## config.mk

```make
export PLATFORM = sky130hd
export DESIGN_NAME = tcode_inserter
export DESIGN_NICKNAME = d
export VERILOG_FILES = /design/src/rtl/tcode_pkg.sv /design/src/rtl/tcode_window.sv /design/src/rtl/tcode_clamp.sv /design/src/rtl/tcode_sched.sv /design/src/rtl/tcode_inserter.sv
export SDC_FILE = /design/constraint.sdc
export NUM_CORES = 1
export LEC_CHECK = 0
export BUFFER_PORTS_ARGS = -buffer_cell sky130_fd_sc_hd__buf_2
export CAP_MARGIN = 20
export CORE_MARGIN = 2
export CORE_UTILIZATION = 35
export CTS_CLUSTER_SIZE = 10
export DETAILED_ROUTE_END_ITERATION = 8
export PLACE_DENSITY = 0.56
export SLEW_MARGIN = 20
export SYNTH_ARGS = -nofsm -noshare
export SYNTH_HDL_FRONTEND = slang
export SYNTH_HIERARCHICAL = 1
export SYNTH_SLANG_ARGS = --single-unit
```

## constraint.sdc

```tcl
create_clock -name clk -period 5.1 [get_ports clk]
set_input_delay 1.02 -clock clk [delete_from_list [all_inputs] [get_ports clk]]
set_output_delay 1.02 -clock clk [all_outputs]
set_load 0.05 [all_outputs]
```

## src/rtl/tcode_pkg.sv

```systemverilog
package tcode_pkg;

    typedef enum logic {S_BLANK, S_LIVE} line_st_t;

    typedef enum logic [2:0] {
        EV_NONE, EV_SAV, EV_EAV, EV_HACT, EV_HBLK, EV_VODD, EV_VEVN
    } ev_t;

    // 8-bit event name; scaled by the user for wider samples
    function automatic logic [7:0] ev_base(ev_t e);
        logic [7:0] v;
        unique case (e)
            EV_SAV:  v = 8'h10;
            EV_EAV:  v = 8'h20;
            EV_HACT: v = 8'h30;
            EV_HBLK: v = 8'h40;
            EV_VODD: v = 8'h50;
            EV_VEVN: v = 8'h60;
            default: v = 8'h00;
        endcase
        return v;
    endfunction

endpackage

```

## src/rtl/tcode_window.sv

```systemverilog
module tcode_window #(
    parameter int CW = 11
) (
    input  logic          clk,
    input  logic          rst_n,
    input  logic          href_rise,
    input  logic [CW-1:0] cfg_start,
    input  logic [CW-1:0] cfg_end,
    output logic          win_act
);
    localparam logic [CW-1:0] CNT_MAX = '1;

    logic [CW-1:0] cnt_q;
    logic [CW-1:0] cnt_now;

    always_comb begin
        if (href_rise)
            cnt_now = '0;
        else if (cnt_q == CNT_MAX)
            cnt_now = CNT_MAX;
        else
            cnt_now = cnt_q + 1'b1;
        win_act = (cnt_now >= cfg_start) && (cnt_now < cfg_end);
    end

    always_ff @(posedge clk) begin
        if (!rst_n)
            cnt_q <= CNT_MAX;
        else
            cnt_q <= cnt_now;
    end
endmodule

```

## src/rtl/tcode_clamp.sv

```systemverilog
module tcode_clamp #(
    parameter int DW = 8
) (
    input  logic [DW-1:0] din,
    output logic [DW-1:0] dout
);
    localparam logic [DW-1:0] LO = DW'(2);
    localparam logic [DW-1:0] HI = {DW{1'b1}} - DW'(2);

    always_comb begin
        if (din < LO)
            dout = LO;
        else if (din > HI)
            dout = HI;
        else
            dout = din;
    end
endmodule

```

## src/rtl/tcode_sched.sv

```systemverilog
module tcode_sched
    import tcode_pkg::*;
#(
    parameter int DW = 8
) (
    input  logic          clk,
    input  logic          rst_n,
    input  logic          act,
    input  logic          href_lvl,
    input  logic          href_rise,
    input  logic          vref_fall,
    input  logic [DW-1:0] pix_y,
    input  logic [DW-1:0] pix_c,
    output logic [DW-1:0] o_y,
    output logic [DW-1:0] o_c,
    output logic          o_code,
    output logic          o_data
);
    localparam int SH = DW - 8;
    localparam logic [DW-1:0] PH_CB   = {DW{1'b1}};
    localparam logic [DW-1:0] PH_CR   = {DW{1'b1}} - DW'(1);
    localparam logic [DW-1:0] BLANK_Y = DW'(16) << SH;
    localparam logic [DW-1:0] BLANK_C = DW'(128) << SH;

    line_st_t st_q, st_d;
    logic sav_q, sav_d;
    logic h_q, h_d, hk_q, hk_d;
    logic v_q, v_d, vf_q, vf_d;
    logic seen_q, seen_d;
    logic ph_q, ph_d, ph_now;
    logic rise, fall, send_data;
    ev_t  ev;

    logic [DW-1:0] y_n, c_n;
    logic          code_n, data_n;

    // next-state and event selection
    always_comb begin
        st_d = st_q;
        unique case (st_q)
            S_BLANK: if (act)  st_d = S_LIVE;   // OPEN
            S_LIVE:  if (!act) st_d = S_BLANK;  // CLOSE
        endcase
        rise   = act && (st_q == S_BLANK);
        fall   = !act && (st_q == S_LIVE);
        ph_now = rise ? 1'b0 : ph_q;
        ph_d   = ~ph_now;

        sav_d  = sav_q | rise;
        h_d    = h_q | href_rise;
        hk_d   = href_rise ? seen_q : hk_q;
        seen_d = href_rise ? act : (seen_q | act);
        v_d    = v_q | vref_fall;
        vf_d   = vref_fall ? href_lvl : vf_q;

        ev = EV_NONE;
        if (fall && sav_q) begin
            sav_d = 1'b0;                     // burst never opened
        end else if (fall) begin
            ev = EV_EAV;
        end
        if (ev == EV_NONE) begin
            if (h_d && (st_q == S_BLANK)) begin
                ev  = hk_d ? EV_HACT : EV_HBLK;
                h_d = 1'b0;
            end else if (v_d && !h_d) begin
                ev  = vf_d ? EV_VEVN : EV_VODD;
                v_d = 1'b0;
            end else if (sav_d) begin
                ev    = EV_SAV;
                sav_d = 1'b0;
            end
        end
        send_data = act && !sav_d && (ev == EV_NONE);
    end

    // state register
    always_ff @(posedge clk) begin
        if (!rst_n) begin
            st_q   <= S_BLANK;
            sav_q  <= 1'b0;
            h_q    <= 1'b0;
            hk_q   <= 1'b0;
            v_q    <= 1'b0;
            vf_q   <= 1'b0;
            seen_q <= 1'b0;
            ph_q   <= 1'b0;
        end else begin
            st_q   <= st_d;
            sav_q  <= sav_d;
            h_q    <= h_d;
            hk_q   <= hk_d;
            v_q    <= v_d;
            vf_q   <= vf_d;
            seen_q <= seen_d;
            ph_q   <= ph_d;
        end
    end

    // output words
    always_comb begin
        y_n    = BLANK_Y;
        c_n    = BLANK_C;
        code_n = 1'b0;
        data_n = 1'b0;
        if (ev != EV_NONE) begin
            code_n = 1'b1;
            c_n    = ph_now ? PH_CR : PH_CB;
            y_n    = DW'(ev_base(ev)) << SH;
        end else if (send_data) begin
            data_n = 1'b1;
            y_n    = pix_y;
            c_n    = pix_c;
        end
    end

    always_ff @(posedge clk) begin
        if (!rst_n) begin
            o_y    <= BLANK_Y;
            o_c    <= BLANK_C;
            o_code <= 1'b0;
            o_data <= 1'b0;
        end else begin
            o_y    <= y_n;
            o_c    <= c_n;
            o_code <= code_n;
            o_data <= data_n;
        end
    end
endmodule

```

## src/rtl/tcode_inserter.sv

```systemverilog
module tcode_inserter #(
    parameter int DW = 8,
    parameter int CW = 11
) (
    input  logic          clk,
    input  logic          rst_n,
    input  logic [DW-1:0] in_y,
    input  logic [DW-1:0] in_c,
    input  logic          in_act,
    input  logic          in_href,
    input  logic          in_vref,
    input  logic          cfg_win_en,
    input  logic [CW-1:0] cfg_win_start,
    input  logic [CW-1:0] cfg_win_end,
    output logic [DW-1:0] out_y,
    output logic [DW-1:0] out_c,
    output logic          out_code,
    output logic          out_data
);
    localparam int LANES = 2;

    logic href_q, vref_q;
    logic href_rise, vref_fall;
    logic win_act, act_eff;
    logic [DW-1:0] lane_in  [LANES];
    logic [DW-1:0] lane_out [LANES];

    always_ff @(posedge clk) begin
        if (!rst_n) begin
            href_q <= 1'b0;
            vref_q <= 1'b0;
        end else begin
            href_q <= in_href;
            vref_q <= in_vref;
        end
    end

    assign href_rise = in_href & ~href_q;
    assign vref_fall = ~in_vref & vref_q;

    tcode_window #(.CW(CW)) u_win (
        .clk       (clk),
        .rst_n     (rst_n),
        .href_rise (href_rise),
        .cfg_start (cfg_win_start),
        .cfg_end   (cfg_win_end),
        .win_act   (win_act)
    );

    assign act_eff    = cfg_win_en ? win_act : in_act;
    assign lane_in[0] = in_y;
    assign lane_in[1] = in_c;

    for (genvar g = 0; g < LANES; g++) begin : g_lane
        tcode_clamp #(.DW(DW)) u_clamp (
            .din  (lane_in[g]),
            .dout (lane_out[g])
        );
    end

    tcode_sched #(.DW(DW)) u_sched (
        .clk       (clk),
        .rst_n     (rst_n),
        .act       (act_eff),
        .href_lvl  (in_href),
        .href_rise (href_rise),
        .vref_fall (vref_fall),
        .pix_y     (lane_out[0]),
        .pix_c     (lane_out[1]),
        .o_y       (out_y),
        .o_c       (out_c),
        .o_code    (out_code),
        .o_data    (out_data)
    );
endmodule

```

==> results of run 1 <==
## cell usage in the layout, fill, tap and decap left out, types with 6 or more instances in the layout
cell	netlist	layout
buf_2	0	61
dfxtp_1	39	39
inv_1	26	26
ha_1	22	22
a21oi_1	18	18
nand2b_1	14	14
nor2_1	13	13
a21o_1	10	10
nand2_1	10	10
and2_1	9	9
a31oi_1	6	6
o21ai_0	6	6
## metal layers
| layer | vias up | routed length (um) | track usage |
|---|---|---|---|
| li1 | 978 | - | - |
| met1 | 847 | 2220 | 0.166 |
| met2 | 44 | 2100 | 0.219 |
| met3 | 5 | 230 | 0.0305 |
| met4 | 0 | 72 | 0.0476 |
| met5 | - | 0 | 0 |
## area by class of cell
cell class | count | area [sq um]
Clock inverter | 3 | 20.0
Clock buffer | 5 | 68.8
Timing Repair Buffer | 62 | 313
Sequential cell | 39 | 781
Tap cell | 77 | 96.3
Multi-Input combinational cell | 171 | 1310
Inverter | 26 | 97.6
Fill cell | 645 | 3630
## logic make-up after synthesis
family	Yosys count	share of synthesized area
compound gates	58	0.176
simple gates	82	0.241
fa+ha+maj	23	0.126
mux	3	0.0160
buf+inv	41	0.0768
xor+xnor	5	0.0193
flops	39	0.345
## worst min path at each step
| stage | from | end | slack [ns] | cells after the start |
|---|---|---|---|---|
| 2_1_floorplan | u_sched/ph_q | u_sched/ph_q | 0.40 | 1 |
| 3_3_place_gp | u_sched/ph_q | u_sched/ph_q | 0.41 | 1 |
| 3_5_place_dp | u_sched/ph_q | u_sched/ph_q | 0.42 | 1 |
| 4_1_cts | u_sched/ph_q | u_sched/ph_q | 0.43 | 1 |
| 6_report | u_sched/ph_q | u_sched/ph_q | 0.44 | 1 |
| 5_1_grt | u_sched/ph_q | u_sched/ph_q | 0.45 | 1 |
## where the power goes
part | switching [mW] | leakage [nW] | internal, mW
logic | 0.173 | 0.973 | 0.106
clock network | 0.111 | 0.0402 | 0.0951
registers | 0.0187 | 0.323 | 0.337
## through the flow
stage                     power, mW  cell area, sq um   util  worst slack (ns)
final                         0.841              2690  0.426             0.962
after global routing          0.893              2690  0.426             0.600
after CTS                     0.850              2690  0.426             0.939
after detailed placement      0.643              2600  0.412             0.666
after global placement        0.640              2600  0.412             0.732
after floorplan               0.573              2270      -             0.897
## critical path: stages
cell	delay (ns)
buf_2	0.11
nor2b_1	0.12
buf_4	0.19
a211oi_1	0.40
ha_1	0.23
nand4_1	0.14
a2111oi_0	0.30
o21ai_0	0.14
a31oi_1	0.16
a311oi_1	0.07
mux2_4	0.32
nor2b_1	0.16
o211a_4	0.26
nor3b_4	0.51
a22o_1	0.22
==> metrics.cfg, run 1 <==
[cts]
clk_latency_ns=0.29
cts_setup_buffers=0
clk_path_buf_depth=2
clk_pin_slew_ns=0.08
htreeDepth=2
clockRootBuffer=clkbuf_8
numCtsBuffers=5
cts-resized-gates=0
cts_tree=built
cts.sinks=39
ctsHoldBuffers=0

[finish]
drive_above_1_share=0.297
stdcell_count=383
largestRegisters=u_win/cnt_q (11), u_sched/o_c (8), u_sched/o_y (8)
top_register=u_win/cnt_q
diodes=0
area_growth_pct=18.6
nets=371
largest_reg_flops=11

[placed_design]
placed_cells=375
portBuffers=61
dp_hpwl_um=3640
gp_congestion=0.773

[worst_setup_path]
end_kind=flip-flop
arrival_ns=4.38
rr_endpoint=u_sched/o_y[5]
worstRegToRegCells=16
reg2reg_from=u_win/cnt_q[0]
critPathKind=input pin to flip-flop
critPathRequiredTime_ns=5.34
critPathLaunch=in_href
critPathMaxFanout=18
cp-start-kind=input pin
r2r_slack_ns=1.03
crit_end=u_sched/o_y[5]

[sta]
clock_skew_ns=0.00716
finalMaxSlewViolations=0
whs_ns=0.440
fmax_mhz=242
rsz0062_at_grt=false
period_share=0.811
fin_crit_ns=4.14
slew_headroom=0.604
final_hold_viol_count=0
setup_viol=0
max_slew.worst_pin.slew_ns=0.577
setup-tns-final_ns=0

[routing]
drt_iter0_markers=44
wire_per_inst_um=12.1
vias=1874
wl_um=4620
viasPerCell=4.89
ant_nets=0
dr.pass1.iters=4
drc=0

[floorplan]
die-width_um=84.5
die_y_um=84.5
start_util=0.359
coreArea_sq_um=6310
rows=29
ios=62
dieArea_sq_um=7130

[power]
power_per_cell_area_nw_per_um2=313
leakagePower_nw=1.34
ir_worst_vdd_mv=0.190

[synth]
synthTopCellsByArea=dfxtp_1 (34%), ha_1 (12%), inv_1 (4.3%)
ys.flop_type=dfxtp_1
synthDistinctLibCells=54
synth.most_common_cell=dfxtp_1
yosysWarningCount=6
ys_seq_area_frac=0.345
synth_edf_count=0
async_reset_ff_frac=0
syn-num-nets=317
netlist_area_sq_um=2270
yosysTopAreaCellShare=0.345
synth_area_per_cell_sq_um=9.03
yosys.area.top_type=dfxtp_1
synth_cells=251
synth_seq_cells=39
synth_commonest_cells=dfxtp_1 (39), inv_1 (26), ha_1 (22), a21oi_1 (18), nand2b_1 (14)

[global_route]
grt_start_max_net_pins=22
grt_pass1_wl_um=7690
grt_use_total=0.131
gr-total-overflow=0
antenna_found_initial=0
grt_pass1_vias=1771

[outcome]
status=complete, no violations

[run]
cap_violations=0

[hold_path]
min_path_type=flip-flop to flip-flop

No activity file was read; power rests on OpenSTA's default activity.
==> inputs of run 2 (changes only) <==
- ABC_AREA: unset -> 1
- PLACE_DENSITY: 0.56 -> 0.57
- clock period: 5.1 -> 3.7 ns (I/O delays scaled with it)
==> run 2 against run 1 <==
  * Cell count is 39% higher
  * Power is 51% higher
  * Via count up 23%
  * Non-clock buffer count grew 2
  * Highest routed layer unchanged
  * Clock power rose by 67%
  * Clock skew is 0.0023 ns higher
  * Worst hold slack gained 0.019 ns
  * Critical path type is now flip-flop to flip-flop
==> metrics.cfg, run 2 <==
[global_route]
grt_pass1_wl_um=9160
grt_start_max_net_pins=28
antenna_found_initial=0
grt_use_total=0.146
grt_pass1_vias=2148
gr-total-overflow=0

[finish]
top_register=u_win/cnt_q
most-common-layout-cells=nand2_1 (97), inv_1 (81), buf_2 (61), dfxtp_1 (39), nor2_1 (29)
area_growth_pct=19.8
largest_reg_flops=11
final_area_sq_um=3060
utilization=0.427
nets=499
final_common_cell=nand2_1
diodes=0
drive_above_1_share=0.236
largestRegisters=u_win/cnt_q (11), u_sched/o_c (8), u_sched/o_y (8)

[synth]
yosysWarningCount=6
yosysTopAreaCellShare=0.306
async_reset_ff_frac=0
synth_commonest_cells=nand2_1 (97), inv_1 (81), dfxtp_1 (39), nor2_1 (29), ha_1 (22)
yosys.area.top_type=dfxtp_1
syn-num-nets=442
synthDistinctLibCells=29
synth.most_common_cell=nand2_1
synth_area_per_cell_sq_um=6.80
netlist_area_sq_um=2550
synth_cells=376
synthTopCellsByArea=dfxtp_1 (31%), nand2_1 (14%), inv_1 (12%)
synth_seq_cells=39
ys_seq_area_frac=0.306
ys.flop_type=dfxtp_1
synth_edf_count=0

[sta]
final_hold_viol_count=0
clock_skew_ns=0.00943
rsz0062_at_grt=false
setup_viol=0
fin_crit_ns=3.32
max_slew.worst_pin.slew_ns=0.533
whs_ns=0.459
period_share=0.898
slew_headroom=0.645
fmax_mhz=301
setup-tns-final_ns=0
finalMaxSlewViolations=0

[cts]
cts_tree=built
cts_setup_buffers=0
htreeDepth=2
numCtsBuffers=5
cts.sinks=39
clk_path_buf_depth=2
cts-resized-gates=0
clk_pin_slew_ns=0.08
clk_latency_ns=0.29
clockRootBuffer=clkbuf_8
ctsHoldBuffers=0

[power]
power_per_cell_area_nw_per_um2=416
total_power_mw=1.27
ir_worst_vdd_mv=0.209
leakagePower_nw=1.79

[worst_setup_path]
critPathMaxFanout=7
cp-start-kind=flip-flop
critPathMaxStageDelay_ns=0.37
critPathKind=flip-flop to flip-flop
end_kind=flip-flop
cp_slowest_cell=dfxtp_1
arrival_ns=3.52
critPathRequiredTime_ns=3.89
cp_cell_sequence=ha_1 > nand2_1 > nor2_4 > nand2_1 > xor2_1 > o21ai_1 > inv_1 > ha_1 > a21o_1 > a21oi_1 > nand4_1 > nand2_1 > a21oi_1 > nand2_1 > nand2_1 > inv_2 > nand2_4 > nand2_2 > nand2_1 > nand2_2 > nand3_4 > nor2_4 > nand2_1
cp_common_cell=nand2_1

[routing]
ant_nets=0
wl_um=5390
drt_iter0_markers=99
vias=2310
wire_per_inst_um=10.1
drc=0
viasPerCell=4.34
dr.pass1.iters=4

[floorplan]
start_util=0.356
die_y_um=89.4
dieArea_sq_um=8000
rows=31
ios=62
die-width_um=89.4
coreArea_sq_um=7180

[placed_design]
portBuffers=61
dp_hpwl_um=4400
gp_congestion=0.857
dpl_cell_area_sq_um=2950

[run]
cap_violations=0

[outcome]
status=complete, no violations

[hold_path]
min_path_type=flip-flop to flip-flop

-- run 2: cell count changes after synthesis, sizes merged, moves of 4 or more --
cell / delta
inv: +59
nor2: +22
nand3: +16
a21o: -8
nand2: +94
o211ai: +5
nor3b: +4
nand2b: -14
a31oi: -6
and2: -9
-- run 2: power breakdown --
group / internal [mW] / switching [mW] / leakage (nW)
registers: 0.460 / 0.0177 / 0.323
clock network: 0.197 / 0.148 / 0.0502
logic: 0.155 / 0.294 / 1.41
total: 0.812 / 0.460 / 1.79
-- run 2: worst paths after layout --
check	startpoint	end	slack, ns	cells after the start
hold reg to reg	u_sched/ph_q	u_sched/ph_q	0.46	1
setup / recovery	u_win/cnt_q[0]	u_sched/o_c[7]	0.38	23
hold / removal	u_sched/ph_q	u_sched/ph_q	0.46	1
setup reg to reg	u_win/cnt_q[0]	u_sched/o_c[7]	0.38	23
-- run 2: per-layer routing --
metal  wire length, um  part of all wire  up-vias  global-route usage
li1                  -                 -     1252                   -
met5                 0                 0        -                   0
met3               239             0.044        9              0.0351
met1              2570              0.48     1004               0.182
met4                65             0.012        0              0.0434
met2              2520              0.47       45               0.248
-- run 2: per-stage QoR --
stage,instances,setup slack (ns)
floorplan,376,0.570
global placement,525,0.353
detailed placement,525,0.342
CTS,532,0.347
global route,532,0.0163
finish,532,0.376
-- run 2: layout make-up --
| cell class | count | area (sq um) |
|---|---|---|
| Fill cell | 754 | 4120 |
| Multi-Input combinational cell | 238 | 1400 |
| Sequential cell | 39 | 781 |
| Timing Repair Buffer | 64 | 328 |
| Inverter | 85 | 319 |
| Tap cell | 99 | 124 |
| Clock buffer | 5 | 68.8 |
| Clock inverter | 2 | 37.5 |
-- run 2: cells by family (layout without fill, tap and decap cells) --
| kind of cell | after synthesis | count (layout) | synth area share |
|---|---|---|---|
| AND/OR/NAND/NOR | 179 | 179 | 0.354 |
| buffers and inverters | 99 | 156 | 0.145 |
| XOR/XNOR | 4 | 4 | 0.0137 |
| AO/OA/AOI/OAI | 33 | 33 | 0.0735 |
| adder cells (fa/ha/maj) | 22 | 22 | 0.108 |
| flip-flops | 39 | 39 | 0.306 |
-- run 2: critical path: cells and delay by family (launching register included) --
family,cells,cell delay [ns]
buffers and inverters,2,0.23
and+or+nand+nor,14,1.43
AOI/OAI and AO/OA,4,0.53
DFF,1,0.37
adders and majority gates,2,0.50
xor gates and xnor gates,1,0.15
